$ cat config.mk
export PLATFORM = sky130hd
export DESIGN_NAME = sample_release_ctrl
export DESIGN_NICKNAME = d
export VERILOG_FILES = /design/src/rtl/srel_pkg.sv /design/src/rtl/srel_lane_gate.sv /design/src/rtl/srel_sat_counter.sv /design/src/rtl/srel_pacer.sv /design/src/rtl/sample_release_ctrl.sv
export SDC_FILE = /design/constraint.sdc
export NUM_CORES = 1
export LEC_CHECK = 0
export ABC_AREA = 1
export BUFFER_PORTS_ARGS = -buffer_cell sky130_fd_sc_hd__buf_2
export CORE_ASPECT_RATIO = 0.7
export CORE_MARGIN = 10
export CORE_UTILIZATION = 46
export CTS_BUF_LIST = sky130_fd_sc_hd__clkbuf_16
export CTS_CLUSTER_SIZE = 12
export DETAILED_ROUTE_END_ITERATION = 16
export PLACE_DENSITY = 0.81
export SLEW_MARGIN = 20
export SYNTH_ARGS = -nofsm -noshare
export SYNTH_HDL_FRONTEND = slang
export SYNTH_HIERARCHICAL = 1
export SYNTH_SLANG_ARGS = --single-unit
export TNS_END_PERCENT = 50
$ cat constraint.sdc
create_clock -name clk -period 1.9 [get_ports clk]
set_input_delay 0.475 -clock clk [delete_from_list [all_inputs] [get_ports clk]]
set_output_delay 0.475 -clock clk [all_outputs]
set_load 0.005 [all_outputs]
$ cat src/rtl/srel_pkg.sv
package srel_pkg;
    typedef enum logic [1:0] {
        ST_IDLE = 2'd0,
        ST_MOVE = 2'd1,
        ST_DROP = 2'd2
    } srel_state_e;
endpackage

$ cat src/rtl/srel_lane_gate.sv
module srel_lane_gate #(
    parameter int DW         = 16,
    parameter int LVL_W      = 4,
    parameter int HOLD_LEVEL = 2
) (
    input  logic             nonempty_i,
    input  logic [LVL_W-1:0] level_i,
    input  logic [DW-1:0]    data_i,
    input  logic             pop_i,
    input  logic             push_i,
    output logic             ready_o,
    output logic             starved_o,
    output logic             rd_o,
    output logic             wr_o,
    output logic [DW-1:0]    data_o
);
    localparam logic [LVL_W-1:0] HOLD_V = LVL_W'(HOLD_LEVEL);

    always_comb begin
        ready_o   = nonempty_i && (level_i < HOLD_V);
        starved_o = (level_i == '0);
        rd_o      = pop_i;
        wr_o      = push_i;
        data_o    = data_i;
    end
endmodule

$ cat src/rtl/srel_sat_counter.sv
module srel_sat_counter #(
    parameter int WIDTH = 16
) (
    input  logic             clk,
    input  logic             rst_n,
    input  logic             inc_i,
    output logic [WIDTH-1:0] count_o
);
    logic [WIDTH-1:0] count_d, count_q;

    always_comb begin
        count_d = count_q;
        if (inc_i && (count_q != '1)) count_d = count_q + WIDTH'(1);
    end

    always_ff @(posedge clk) begin
        if (!rst_n) count_q <= '0;
        else        count_q <= count_d;
    end

    assign count_o = count_q;
endmodule

$ cat src/rtl/srel_pacer.sv
module srel_pacer
    import srel_pkg::*;
#(
    parameter int QUOTA  = 8,
    parameter int BACKUP = 2,
    parameter int REM_W  = 16
) (
    input  logic clk,
    input  logic rst_n,
    input  logic trig_i,
    input  logic gate_ok_i,
    input  logic avail_i,
    output logic pop_o,
    output logic push_o,
    output logic drop_o
);
    localparam logic [REM_W-1:0] QUOTA_V = REM_W'(QUOTA);
    localparam logic [REM_W-1:0] FIRST_V = REM_W'(QUOTA + BACKUP);

    typedef struct packed {
        srel_state_e      st;
        logic [REM_W-1:0] move_rem;
        logic [REM_W-1:0] drop_rem;
    } pacer_t;

    pacer_t p_d, p_q;
    logic   move_beat, drop_beat;
    logic [REM_W:0] drop_sum;

    always_comb begin
        move_beat = !trig_i && (p_q.st == ST_MOVE) && (p_q.move_rem != '0) && gate_ok_i;
        drop_beat = !trig_i && (p_q.st == ST_DROP) && (p_q.drop_rem != '0) && avail_i;
        drop_sum  = {1'b0, p_q.drop_rem} + {1'b0, QUOTA_V};
        p_d       = p_q;
        unique case (p_q.st)
            ST_IDLE: begin
                if (trig_i) begin
                    p_d.st       = ST_MOVE;
                    p_d.move_rem = FIRST_V;
                end
            end
            ST_MOVE: begin
                if (trig_i) begin
                    if (p_q.move_rem == '0) begin
                        p_d.move_rem = QUOTA_V;
                    end else begin
                        p_d.st       = ST_DROP;
                        p_d.drop_rem = p_q.move_rem;
                        p_d.move_rem = '0;
                    end
                end else if (move_beat) begin
                    p_d.move_rem = p_q.move_rem - REM_W'(1);
                end
            end
            ST_DROP: begin
                if (trig_i) begin
                    p_d.drop_rem = drop_sum[REM_W] ? '1 : drop_sum[REM_W-1:0];
                end else if (drop_beat) begin
                    if (p_q.drop_rem == REM_W'(1)) begin
                        p_d.st       = ST_MOVE;
                        p_d.drop_rem = '0;
                        p_d.move_rem = QUOTA_V;
                    end else begin
                        p_d.drop_rem = p_q.drop_rem - REM_W'(1);
                    end
                end
            end
            default: p_d.st = ST_IDLE;
        endcase
    end

    always_ff @(posedge clk) begin
        if (!rst_n) begin
            p_q.st       <= ST_IDLE;
            p_q.move_rem <= '0;
            p_q.drop_rem <= '0;
        end else begin
            p_q <= p_d;
        end
    end

    assign pop_o  = move_beat || drop_beat;
    assign push_o = move_beat;
    assign drop_o = drop_beat;
endmodule

$ cat src/rtl/sample_release_ctrl.sv
module sample_release_ctrl #(
    parameter int LANES      = 4,
    parameter int DW         = 16,
    parameter int LVL_W      = 4,
    parameter int HOLD_LEVEL = 2,
    parameter int QUOTA      = 8,
    parameter int BACKUP     = 2,
    parameter int REM_W      = 16,
    parameter int CNT_W      = 16
) (
    input  logic                   clk,
    input  logic                   rst_n,
    input  logic                   trig_i,
    input  logic [LANES-1:0]       s1_nonempty_i,
    input  logic [LANES*DW-1:0]    s1_data_i,
    output logic [LANES-1:0]       s1_pop_o,
    input  logic [LANES*LVL_W-1:0] s2_level_i,
    output logic [LANES-1:0]       s2_push_o,
    output logic [LANES*DW-1:0]    s2_data_o,
    output logic                   underflow_o,
    output logic [CNT_W-1:0]       drop_count_o,
    output logic [CNT_W-1:0]       underflow_count_o
);
    logic [LANES-1:0] lane_ready, lane_starved;
    logic gate_ok, avail, pop, push, drop;

    typedef struct packed {
        logic armed;
    } top_t;
    top_t t_d, t_q;

    for (genvar g = 0; g < LANES; g++) begin : g_lane
        srel_lane_gate #(
            .DW(DW), .LVL_W(LVL_W), .HOLD_LEVEL(HOLD_LEVEL)
        ) u_gate (
            .nonempty_i (s1_nonempty_i[g]),
            .level_i    (s2_level_i[g*LVL_W +: LVL_W]),
            .data_i     (s1_data_i[g*DW +: DW]),
            .pop_i      (pop),
            .push_i     (push),
            .ready_o    (lane_ready[g]),
            .starved_o  (lane_starved[g]),
            .rd_o       (s1_pop_o[g]),
            .wr_o       (s2_push_o[g]),
            .data_o     (s2_data_o[g*DW +: DW])
        );
    end

    assign gate_ok = &lane_ready;
    assign avail   = &s1_nonempty_i;

    srel_pacer #(
        .QUOTA(QUOTA), .BACKUP(BACKUP), .REM_W(REM_W)
    ) u_pacer (
        .clk       (clk),
        .rst_n     (rst_n),
        .trig_i    (trig_i),
        .gate_ok_i (gate_ok),
        .avail_i   (avail),
        .pop_o     (pop),
        .push_o    (push),
        .drop_o    (drop)
    );

    always_comb begin
        t_d = t_q;
        if (push) t_d.armed = 1'b1;
    end

    always_ff @(posedge clk) begin
        if (!rst_n) t_q.armed <= 1'b0;
        else        t_q <= t_d;
    end

    assign underflow_o = t_q.armed && (|lane_starved);

    srel_sat_counter #(.WIDTH(CNT_W)) u_drop_cnt (
        .clk(clk), .rst_n(rst_n), .inc_i(drop), .count_o(drop_count_o)
    );

    srel_sat_counter #(.WIDTH(CNT_W)) u_uf_cnt (
        .clk(clk), .rst_n(rst_n), .inc_i(underflow_o), .count_o(underflow_count_o)
    );
endmodule

# After elaboration in Yosys (flattened, before gate mapping)
# Cells that the tools add are included.
# word_totals
n_memories	0
latch_bits	0
out_inout_bits	105
word_cells	76
register_bits	67
ramBits	0
romBits	0
# classes
n_shift	0
n_reduce_logical	31
div_mod_pow	0
bitwise	0
addsub	5
n_lt_le_gt_ge	4
n_mul	0
n_eq_ne	13
muxes	17
# ops
op	count
2-to-1 mux 16 bit	7
2-to-1 mux 18 bit	3
case mux 16 bit (3 select lines)	1
2-to-1 mux 34 bit	1
adder 16 x 1 -> 16 bit, second input constant	2
inequality test 16 bit, second input constant	2
case mux 16 bit (2 select lines)	1
nonzero test 16 bit	2
subtractor 16 x 1 -> 16 bit, second input constant	2
adder 16 x 4 -> 17 bit, second input constant	1
== test 16 x 1 -> 1 bit, second input constant	1
zero test 16 bit	1
zero test 4 bit	4
< comparator 4 x 2 -> 1 bit, second input constant	4
logical AND 1 bit	13
AND reduction 4 bit	3
AND reduction 6 bit	2
inequality test 2 bit, second input constant	5
inequality test 3 x 2 -> 1 bit, second input constant	2
case mux 2 bit (3 select lines)	1
2-to-1 mux 2 bit	2
2-to-1 mux 4 bit	1
OR reduction 4 bit	1
nonzero test 3 bit	1
7 further kinds	7

# Logic depth before layout (Yosys ltp)
# depth
depth_word	7
depth_mapped	15
ltp_nobuf	14

# Modules after synthesis
# The synthesis kept the hierarchy.
# modules_own_cells
module	seq_area_each_um2	area_per_inst_um2	cells_per_inst	instances
srel_pacer	680.7	3208.1	532	1
srel_sat_counter	320.3	996.0	149	2
srel_lane_gate	0.0	157.7	24	4
sample_release_ctrl	20.0	66.3	12	1

# Worst setup path after synthesis
# Ideal clock, no wire load.
# synth_timing
path_kind	register to output
start	register u_pacer/p_q[33] (netlist bit)
end	output port s1_pop_o[0]
path_slack_ns	-0.031
arrival_time_ns	1.456
stages_incl_launch_ff	9
n_path_buf	2
cell_sequence	dfxtp_1 inv_1 ha_1 buf_4 inv_1 nor2_2 inv_1 o21ai_0 buf_4
# synth_via
elab_chain_len	5
# synth_rtl
item	line_no	source
from (decl)	srel_pacer.sv:26	pacer_t p_d, p_q;
from (signal assigned)	srel_pacer.sv:78	p_q <= p_d;
== test 2 x 1 -> 1 bit / == test 2 bit (equally long branches)	srel_pacer.sv:31, srel_pacer.sv:32	
logical AND 1 bit (on tied branches) (3 in series)	srel_pacer.sv:31, srel_pacer.sv:32	
logical OR 1 bit *	srel_pacer.sv:82	assign pop_o = move_beat || drop_beat;
to (decl)	sample_release_ctrl.sv:16	output logic [LANES-1:0] s1_pop_o,
# Mark *: on every way between the ends. The rest lies on a longest branch, timed or not.

# Worst setup path after layout
# layout_timing
start	register u_pacer/p_q[17] (netlist bit)
end	output port s1_pop_o[2]
# layout_via
elab_chain_len	4
# layout_rtl
item	line_no	source
nonzero test 16 bit	srel_pacer.sv:31	move_beat = !trig_i && (p_q.st == ST_MOVE) && (p_q.move_rem != '0) && gate_ok_i;
logical AND 1 bit (2 in series)	srel_pacer.sv:31	
logical OR 1 bit	srel_pacer.sv:82	
# Every way passes these cells.

==> results.toml <==
[clock_tree]
path_clk_slew_ns = 0.06
cts-htree-levels = 3
hold_buffers = 0
clockRootBuffer = "clkbuf_16"
cts_tree = "done"
clockBufferDepth = 2
clock-sinks = 67
clk_latency_ns = 0.34
cts_made_buffers = 9

[critical_path]
critical_path.endpoint_type = "output pin"
path_max_fanout = 4
arrival_ns = 1.49
cp_num_cells = 8
r2r_cells = 14
r2r_start = "u_pacer/p_q[1]"
slowest_stage = "dfxtp_2"
cp.required_ns = 1.42
slowest_delay_ns = 0.34
path_buf_inv = 2
worstSetupPathType = "reg2out"
crit_family = "flip-flops"
crit_start = "u_pacer/p_q[17]"
worstSetupStartpointType = "register"
crit_path_cell_trace = "inv_2 > ha_4 > nand2_1 > nor2_1 > nand2_2 > nand2_4 > o21ai_4 > buf_2"

[sta]
slew-limit-headroom = 0.730
setup_viol = 9
min_period_ns = 1.97
finalHoldViolCount = 0
rsz0062_at_grt = "yes"
post-route-period-util = 1.04
fin_skew_ns = 0.00505
worst_hold_slack_ns = 0.481
fmax_ghz = 0.508
finalWorstSetupSlack_ns = -0.0684
setup_tns_ns = -0.376
worst_pin_slew_ns = 0.403
maxSlewViolCount = 0

[pwr]
p_int_mw = 4.39
switching_share = 0.447
leakage_nw = 3.23
total_power_mw = 7.94
p_clk_frac = 0.214
peakVddDrop_mv = 0.616
seqPwrFrac = 0.221
power_density_nw_per_um2 = 1170
power_frac_comb = 0.565
p_sw_mw = 3.54

[logic_synthesis]
synth_area_um2 = 5900
synth_top_cell_area_share = 0.227
syn_nets = 1041
yosys_warnings = 6
synth_cells = 938
avgSynthCellArea_um2 = 6.29
synth.area.top_cells = "dfxtp_1 (23%), nand2_1 (14%), nor2_1 (12%), buf_4 (10%), nand3_1 (6.2%)"
yosysUniqueCellTypes = 44
synth_seq_area_share = 0.227
ys_ff_latch = 67
yosysTopAreaCell = "dfxtp_1"

[route]
drtIter0Drc = 528
via_count = 6162
first_pass_iters = 6
drc = 0
viasPerCell = 5.29
wirelength_um = 16700
antenna_left = 0
routedWlPerCell_um = 14.4

[placement]
pre_cts_ws_ns = -0.219
place_area_um2 = 6140
portBuffers = 63
dp_cells = 1130
gp_congestion = 0.955
hpwl_um = 12400

[floorplanning]
io_pins = 192
dieArea_um2 = 17800
die_w_um = 155
start_util = 0.473
core_um2 = 12500
placementRows = 34
die_y_um = 115

[worst_hold_path]
worstHoldPathCells = 1
holdCritPathClass = "reg2reg"
hold_start = "t_q"

[global_routing]
grt-ovfl-total = 0
antenna_found_initial = 1
grt_pass1_vias = 5485
grt_usage = 0.181
grt_pass1_wl_um = 27000
grt_max_degree = 30

[final_layout]
finalInstanceArea_um2 = 6800
instances_no_fill = 1164
final_util = 0.545
final_nets = 1099
layout-drive-gt1-share = 0.299
syn2layout_area_growth_pct = 15.3

[run_status]
outcome = "finished with violations"
violations = "setup timing"

[flow_run]
maxCapViolCount = 0
-- area by class of cell --
cell class | instances | area, um^2
flip-flops and latches | 67 | 1360
inverters | 82 | 314
diodes | 1 | 2.50
well taps | 162 | 203
fillers | 1202 | 5670
repair buffers | 145 | 978
multi-input cells | 691 | 3640
clock buffers | 9 | 225
clock inverters | 7 | 75.1
-- path summary, 6_finish.rpt --
path | end | slack [ns]
setup / recovery | s1_pop_o[2] | -0.07
hold / removal | t_q | 0.48
setup reg to reg | u_drop_cnt/count_o[14] | 0.05
hold reg to reg | t_q | 0.48
-- cell usage after synthesis (all sizes together) --
library cell,n
buf,91
o22ai,2
o21a,1
xor2,10
clkbuf,7
o21bai,2
dfxtp,67
o21ai,34
nor3b,1
nand3,74
o221ai,1
a211oi,1
a22oi,1
clkinv,1
ha,16
nand2,242
nor3,9
a21oi,34
o211ai,1
nand4,21
or2,4
a21boi,2
nor2,230
inv,81
xnor2,2
nand3b,2
a32oi,1
-- registers in the layout (all words and copies together) (netlist names) --
register	count
t_q	1
u_pacer/p_q	34
u_drop_cnt/count_o	16
u_uf_cnt/count_o	16
-- worst reg2reg max path, stage by stage (launching register included) --
cell and delay, ns:
dfxtp_2 0.34, inv_2 0.05, ha_2 0.16, nand2_1 0.09, nor2_2 0.05, nand2_2 0.09
nand3_4 0.11, inv_1 0.16, nand2_1 0.09, inv_1 0.08, nand3_1 0.11, nor2_1 0.17
nand3_1 0.12, nand2_1 0.08, nor2_1 0.04
-- power groups by stage --
stage          clock network (mW)  registers (mW)  logic, mW
2_1_floorplan                   0            1.75       2.87
3_3_place_gp                    0            1.74       3.81
3_5_place_dp                    0            1.74       3.87
4_1_cts                      1.75            1.74       4.04
5_1_grt                      1.81            1.78       4.92
6_report                     1.70            1.76       4.48
-- kinds of logic (layout without fill, tap and decap cells) --
logic type,Yosys count,count (layout),synth area share
AND/OR/NAND/NOR,583,583,0.455
buffers and inverters,180,243,0.187
AO/OA/AOI/OAI,80,80,0.0794
flip-flops,67,67,0.227
adder cells (fa/ha/maj),16,16,0.0339
XOR/XNOR,12,12,0.0178
other,0,1,0
-- routing by layer --
layer,up-vias,wire length (um),global-route usage
met4,0,252,0.0423
met2,332,6830,0.258
met1,2783,7660,0.248
li1,3008,-,-
met5,-,0,0
met3,39,2010,0.0735
-- what timing repair did --
action,in CTS,in global routing
pin swaps,9,26
hold endpoints to repair,0,0
gates resized for setup,30,46
setup endpoints to repair,9,39
gates cloned,0,0
buffers inserted,3,14
-- placed cells by master (no fill, tap or decap), types with 9 or more instances in the layout --
cell	count
buf_4	79
o21ai_0	30
nand2_2	31
nand2_1	205
clkbuf_16	9
dfxtp_2	11
nor2_4	23
xor2_1	10
ha_1	12
inv_1	69
nand4_1	19
buf_2	60
nor2_2	29
nand3_1	71
nor2_1	175
dfxtp_1	55
a21oi_1	26
inv_2	10
nor3_1	9
No activity file was read; power rests on OpenSTA's default activity.
